==> src/rtl/rxq_pkg.sv <==
package rxq_pkg;

   // Registered event bundle produced by the event stage.
   typedef struct packed {
      logic thresh;
      logic ovfl;
      logic eop;
   } rxq_evt_t;

   // True when the value is a power of two (and non-zero).
   function automatic bit rxq_is_pow2(input int unsigned v);
      return (v != 0) && ((v & (v - 1)) == 0);
   endfunction

endpackage

==> src/rtl/rxq_store.sv <==
module rxq_store #(
   parameter int unsigned DATA_W = 8,
   parameter int unsigned DEPTH  = 32,
   parameter int unsigned AW     = $clog2(DEPTH)
) (
   input  logic              clk,
   input  logic              we,
   input  logic [AW-1:0]     waddr,
   input  logic [DATA_W-1:0] wdata,
   input  logic              weop,
   input  logic [AW-1:0]     raddr,
   output logic [DATA_W-1:0] rdata,
   output logic              reop
);

   localparam int unsigned EW = DATA_W + 1;

   logic [EW-1:0] slot [DEPTH];

   // One register per slot; contents need no reset since occupancy
   // is tracked by the control stage.
   for (genvar i = 0; i < DEPTH; i++) begin : g_slot
      always_ff @(posedge clk) begin
         if (we && (waddr == AW'(i))) begin
            slot[i] <= {weop, wdata};
         end
      end
   end

   // Show-ahead read: the head entry is always presented.
   logic [EW-1:0] head;
   always_comb begin
      head  = slot[raddr];
      rdata = head[DATA_W-1:0];
      reop  = head[EW-1];
   end

endmodule

==> src/rtl/rxq_ctrl.sv <==
module rxq_ctrl #(
   parameter int unsigned DEPTH = 32,
   parameter int unsigned AW    = $clog2(DEPTH),
   parameter int unsigned CW    = $clog2(DEPTH + 1)
) (
   input  logic          clk,
   input  logic          rst,
   input  logic          wr_en,
   input  logic          rd_en,
   output logic          push,
   output logic          pop,
   output logic          empty_rd,
   output logic          ovf_try,
   output logic [AW-1:0] wr_ptr,
   output logic [AW-1:0] rd_ptr,
   output logic [CW-1:0] count,
   output logic          empty,
   output logic          full
);

   import rxq_pkg::*;

   localparam logic [CW-1:0] CNT_MAX = CW'(DEPTH);
   localparam logic [AW-1:0] PTR_TOP = AW'(DEPTH - 1);

   logic [AW-1:0] wr_ptr_nx;
   logic [AW-1:0] rd_ptr_nx;

   // Pointer advance: natural wrap for power-of-two depths,
   // explicit wrap otherwise.
   if (rxq_is_pow2(DEPTH)) begin : g_wrap_pow2
      assign wr_ptr_nx = wr_ptr + 1'b1;
      assign rd_ptr_nx = rd_ptr + 1'b1;
   end else begin : g_wrap_cmp
      assign wr_ptr_nx = (wr_ptr == PTR_TOP) ? '0 : wr_ptr + 1'b1;
      assign rd_ptr_nx = (rd_ptr == PTR_TOP) ? '0 : rd_ptr + 1'b1;
   end

   always_comb begin
      empty    = (count == '0);
      full     = (count == CNT_MAX);
      pop      = rd_en && !empty;
      // A full queue still accepts a write when a read frees a slot.
      push     = wr_en && (!full || pop);
      empty_rd = rd_en && empty;
      ovf_try  = wr_en && full && !rd_en;
   end

   always_ff @(posedge clk) begin
      if (rst) begin
         wr_ptr <= '0;
         rd_ptr <= '0;
         count  <= '0;
      end else begin
         if (push) wr_ptr <= wr_ptr_nx;
         if (pop)  rd_ptr <= rd_ptr_nx;
         unique case ({push, pop})
            2'b10:   count <= count + 1'b1;
            2'b01:   count <= count - 1'b1;
            default: count <= count;
         endcase
      end
   end

endmodule

==> src/rtl/rxq_events.sv <==
module rxq_events #(
   parameter int unsigned DEPTH  = 32,
   parameter int unsigned THRESH = 16,
   parameter int unsigned CW     = $clog2(DEPTH + 1)
) (
   input  logic              clk,
   input  logic              rst,
   input  logic              push,
   input  logic              pop,
   input  logic              empty,
   input  logic              empty_rd,
   input  logic              ovf_try,
   input  logic              head_eop,
   input  logic [CW-1:0]     count,
   output rxq_pkg::rxq_evt_t evt
);

   localparam logic [CW-1:0] CNT_THR = CW'(THRESH);

   logic head_flagged;
   logic head_tag_live;
   logic cross_up;

   always_comb begin
      head_tag_live = !empty && head_eop;
      // Level moves THRESH -> THRESH+1 only on a net push.
      cross_up      = push && !pop && (count == CNT_THR);
   end

   always_ff @(posedge clk) begin
      if (rst) begin
         evt          <= '0;
         head_flagged <= 1'b0;
      end else begin
         evt.thresh <= cross_up;
         evt.ovfl   <= ovf_try;
         evt.eop    <= empty_rd || (head_tag_live && !head_flagged);
         // A pop brings a new entry to the head, which is unflagged.
         if (pop) head_flagged <= 1'b0;
         else     head_flagged <= head_flagged || head_tag_live;
      end
   end

endmodule

==> src/rtl/rxq_pkt_fifo.sv <==
module rxq_pkt_fifo #(
   parameter int unsigned DATA_W = 8,
   parameter int unsigned DEPTH  = 32,
   parameter int unsigned THRESH = 16,
   localparam int unsigned AW    = $clog2(DEPTH),
   localparam int unsigned CW    = $clog2(DEPTH + 1)
) (
   input  logic              clk,
   input  logic              rst,
   input  logic              wr_en,
   input  logic [DATA_W-1:0] wr_data,
   input  logic              wr_eop,
   input  logic              rd_en,
   output logic [DATA_W-1:0] rd_data,
   output logic              rd_eop,
   output logic [CW-1:0]     fill_count,
   output logic              empty,
   output logic              full,
   output logic              evt_thresh,
   output logic              evt_ovfl,
   output logic              evt_eop
);

   // Elaboration-time parameter checks.
   if (DATA_W < 1) begin : g_bad_width
      $error("rxq_pkt_fifo: DATA_W must be at least 1");
   end
   if (DEPTH < 2) begin : g_bad_depth
      $error("rxq_pkt_fifo: DEPTH must be at least 2");
   end
   if (THRESH >= DEPTH) begin : g_bad_thresh
      $error("rxq_pkt_fifo: THRESH must be below DEPTH");
   end

   logic          push, pop, empty_rd, ovf_try;
   logic [AW-1:0] wr_ptr, rd_ptr;
   rxq_pkg::rxq_evt_t evt;

   rxq_ctrl #(
      .DEPTH (DEPTH),
      .AW    (AW),
      .CW    (CW)
   ) u_ctrl (
      .clk      (clk),
      .rst      (rst),
      .wr_en    (wr_en),
      .rd_en    (rd_en),
      .push     (push),
      .pop      (pop),
      .empty_rd (empty_rd),
      .ovf_try  (ovf_try),
      .wr_ptr   (wr_ptr),
      .rd_ptr   (rd_ptr),
      .count    (fill_count),
      .empty    (empty),
      .full     (full)
   );

   rxq_store #(
      .DATA_W (DATA_W),
      .DEPTH  (DEPTH),
      .AW     (AW)
   ) u_store (
      .clk   (clk),
      .we    (push),
      .waddr (wr_ptr),
      .wdata (wr_data),
      .weop  (wr_eop),
      .raddr (rd_ptr),
      .rdata (rd_data),
      .reop  (rd_eop)
   );

   rxq_events #(
      .DEPTH  (DEPTH),
      .THRESH (THRESH),
      .CW     (CW)
   ) u_events (
      .clk      (clk),
      .rst      (rst),
      .push     (push),
      .pop      (pop),
      .empty    (empty),
      .empty_rd (empty_rd),
      .ovf_try  (ovf_try),
      .head_eop (rd_eop),
      .count    (fill_count),
      .evt      (evt)
   );

   assign evt_thresh = evt.thresh;
   assign evt_ovfl   = evt.ovfl;
   assign evt_eop    = evt.eop;

endmodule

==> config.mk <==
export PLATFORM = sky130hd
export DESIGN_NAME = rxq_pkt_fifo
export DESIGN_NICKNAME = d
export VERILOG_FILES = /design/src/rtl/rxq_pkg.sv /design/src/rtl/rxq_store.sv /design/src/rtl/rxq_ctrl.sv /design/src/rtl/rxq_events.sv /design/src/rtl/rxq_pkt_fifo.sv
export SDC_FILE = /design/constraint.sdc
export NUM_CORES = 1
export LEC_CHECK = 0
export BUFFER_PORTS_ARGS = -buffer_cell sky130_fd_sc_hd__buf_2
export CORE_UTILIZATION = 40
export CTS_CLUSTER_DIAMETER = 50
export CTS_CLUSTER_SIZE = 25
export DETAILED_ROUTE_END_ITERATION = 6
export PLACE_DENSITY = 0.54
export SLEW_MARGIN = 25
export SYNTH_ARGS = -nofsm -noshare
export SYNTH_HDL_FRONTEND = slang
export SYNTH_HIERARCHICAL = 1
export SYNTH_SLANG_ARGS = --single-unit
==> constraint.sdc <==
create_clock -name clk -period 3.4 [get_ports clk]
set_input_delay 0.68 -clock clk [delete_from_list [all_inputs] [get_ports clk]]
set_output_delay 0.68 -clock clk [all_outputs]
set_load 0.03 [all_outputs]
==> results_dict.tcl <==
set metrics [dict create \
    run_status "complete, but fails checks" \
    violations "negative setup slack" \
    slew_violations 0 \
    peakVddDrop_v 0.0005558 \
    fin_crit_sh 1.011 \
    design_area_sq_um 14510 \
    antenna_cells 0 \
    clock_skew_ns 0.02340 \
    ios 33 \
    setup_viol 5 \
    syn_nets 589 \
    ys_ff_latch 308 \
    finalPower_uw 10500 \
    syn_area_sq_um 12150 \
    htree_levels 1 \
    drtPass1Iterations 5 \
    numPortBuffers 32 \
    met3_wirelength_mm 1.166 \
    clk_pin_slew_ns 0.06 \
    core_area_sq_um 29800 \
    grt_overflow 0 \
    cts_inserted_buffers 30 \
    grtUsageTotal 0.1839 \
    place_hpwl_mm 16.39 \
    min_period_ns 3.437 \
    post_drt_wl_per_cell_um 25.50 \
    grt_pass1_vias 6177 \
    drt_wl_total_mm 27.46 \
    gp_congestion 0.8371 \
    grt_max_degree 41 \
    via_count 5986 \
    critPathCaptureType "primary output" \
    start_util 0.4077 \
    final_layout_size_suffix_gt1_frac 0.3639 \
    cp-start-kind "flop" \
    final_nets 685 \
    cts_tree "built" \
    power_density_nw_per_um2 723.5 \
    routed_via_density 5.558 \
    routed.top_layer "met5" \
    worstMarginPinSlew_ns 0.9723 \
    remaining_drc_errors 0 \
    fmax_ghz 0.2910 \
    holdBufCountCts 0 \
    p_clk_frac 0.346 \
    m1WireLength_mm 12.16 \
    postPlaceCellArea_sq_um 13100 \
    grt_pass1_wl_mm 41.05 \
    fillers 2437 \
    synthFlopType "edfxtp_1" \
    syn_inst 569 \
    p_switching_uw 2712 \
    layout_commonest_cell "edfxtp_1" \
    fp.dieH_um 176.3 \
    synth_top_area_cell "edfxtp_1" \
    drtIter0Drc 557 \
    num_rows 63 \
    clock_latency_ns 0.55 \
    swShare 0.2583 \
    finish.utilization 0.4871 \
    synth_cell_types 44 \
    async_flop_share 0 \
    slew_headroom 0.3509 \
    synth_area_leaders "edfxtp_1, mux4_2, dfxtp_1" \
    dieArea_sq_um 31070 \
    hold_violations 0 \
    setup_ws_ns -0.03677 \
    worstPathMaxFanout 7 \
    p_comb_frac 0.243 \
    seq_power_share 0.411 \
    mostFrequentLayoutCells "edfxtp_1, mux4_2, nor2_1, buf_4, clkbuf_16" \
    cellLeakagePower_uw 0.004716 \
    antenna_left 0 \
    syn_area_per_cell_sq_um 21.35 \
    cap_violations 0 \
    cts.root.buffer_cell "clkbuf_16" \
    rsz0062_at_grt "yes" \
    crit_arrival_ns 2.76 \
    met2RoutedLength_mm 13.55 \
    syn2layout_area_growth_pct 19.45 \
    cts.sinks 308 \
    yosysWarnings 6 \
    clk_path_buf_depth 3 \
    synth_top_area_frac 0.7118 \
    die_x_um 176.3 \
    p_int_uw 7789 \
    synth-seq-area-share 0.7448 \
    holdCritPathClass "reg -> reg" \
    crit_required_ns 2.72 \
    antenna_found_initial 1 \
    synth_edf_count 288 \
    crit_type "reg -> out" \
]
-- what timing repair did --
| action | CTS | global route |
|---|---|---|
| gates cloned | 4 | 0 |
| endpoints found under the setup margin | 9 | 9 |
| resized for setup | 38 | 0 |
| setup buffers | 10 | 1 |
-- state kept, by name, summed over array words and instances, names as in the netlist --
register	cells
u_events/evt	3
u_events/head_flagged	1
u_ctrl/count	6
u_ctrl/wr_ptr	5
u_store/slot	288
u_ctrl/rd_ptr	5
-- final cells by class --
type	count	area [sq um]	share of cell area
clock buffers	35	810.8	0.05587
clock inverters	19	292.8	0.02017
inverters	6	22.52	0.001552
multi-input cells	229	2972	0.2048
flip-flops and latches	308	9056	0.6240
well taps	390	488.0	0.03362
repair buffers	90	870.8	0.06001
-- power groups by stage --
stage               logic [uW]  registers, uW  clock network (uW)
finish                    2550           4320                3630
global route              2720           4330                3850
CTS                       2600           4320                3710
detailed placement        2130           4420                   0
global placement          2090           4420                   0
floorplan                 1500           4440                   0
-- path summary, 6_finish.rpt --
check	start	endpoint	slack, ns	cells after the start
hold / removal	u_events/head_flagged	u_events/head_flagged	0.47	1
setup / recovery	u_ctrl/rd_ptr[0]	rd_data[4]	-0.04	7
hold reg to reg	u_events/head_flagged	u_events/head_flagged	0.47	1
setup reg to reg	u_ctrl/count[0]	u_ctrl/count[5]	0.57	9
-- cells by family after synthesis --
family	after synthesis	share of synthesized area
flip-flops	308	0.7448
multiplexers	104	0.1793
AND/OR/NAND/NOR	89	0.03481
buffers and inverters	32	0.01277
AO/OA/AOI/OAI	18	0.01256
XOR/XNOR	11	0.007931
adder cells (fa/ha/maj)	7	0.007827
-- per-layer routing --
metal	global-route usage	vias up
met1	0.2602	3215
met4	0.04167	2
li1	-	2551
met2	0.3046	179
met5	0	-
met3	0.02390	39
-- per-stage QoR --
| step | std cells | hold WS, ns | setup TNS, ns | worst slack, ns |
|---|---|---|---|---|
| 4_1_cts | 1077 | 0.4720 | -0.3424 | -0.06886 |
| 2_1_floorplan | 569 | 0.4352 | 0 | 0.5454 |
| 3_3_place_gp | 1010 | 0.4494 | 0 | 0.3823 |
| 5_1_grt | 1077 | 0.5097 | -0.6783 | -0.1209 |
| 6_report | 1077 | 0.4700 | -0.07478 | -0.03677 |
| 3_5_place_dp | 1010 | 0.4589 | 0 | 0.3737 |
-- Yosys cell counts (all sizes together), types with 5 or more instances --
cell	n
edfxtp	288
mux2i	5
inv	5
nand3	6
nor2	50
nand2	9
ha	6
xor2	8
dfxtp	20
clkbuf	10
mux4	90
nand4	6
mux2	9
buf	16
-- critical path, stage by stage (launching register included) --
cell and delay, ns:
dfxtp_4 0.38, buf_12 0.12, buf_4 0.11, buf_12 0.13, mux4_2 0.57, mux4_2 0.48
mux2_4 0.28, buf_6 0.14
Note: power is estimated with default switching activity, not from simulation.
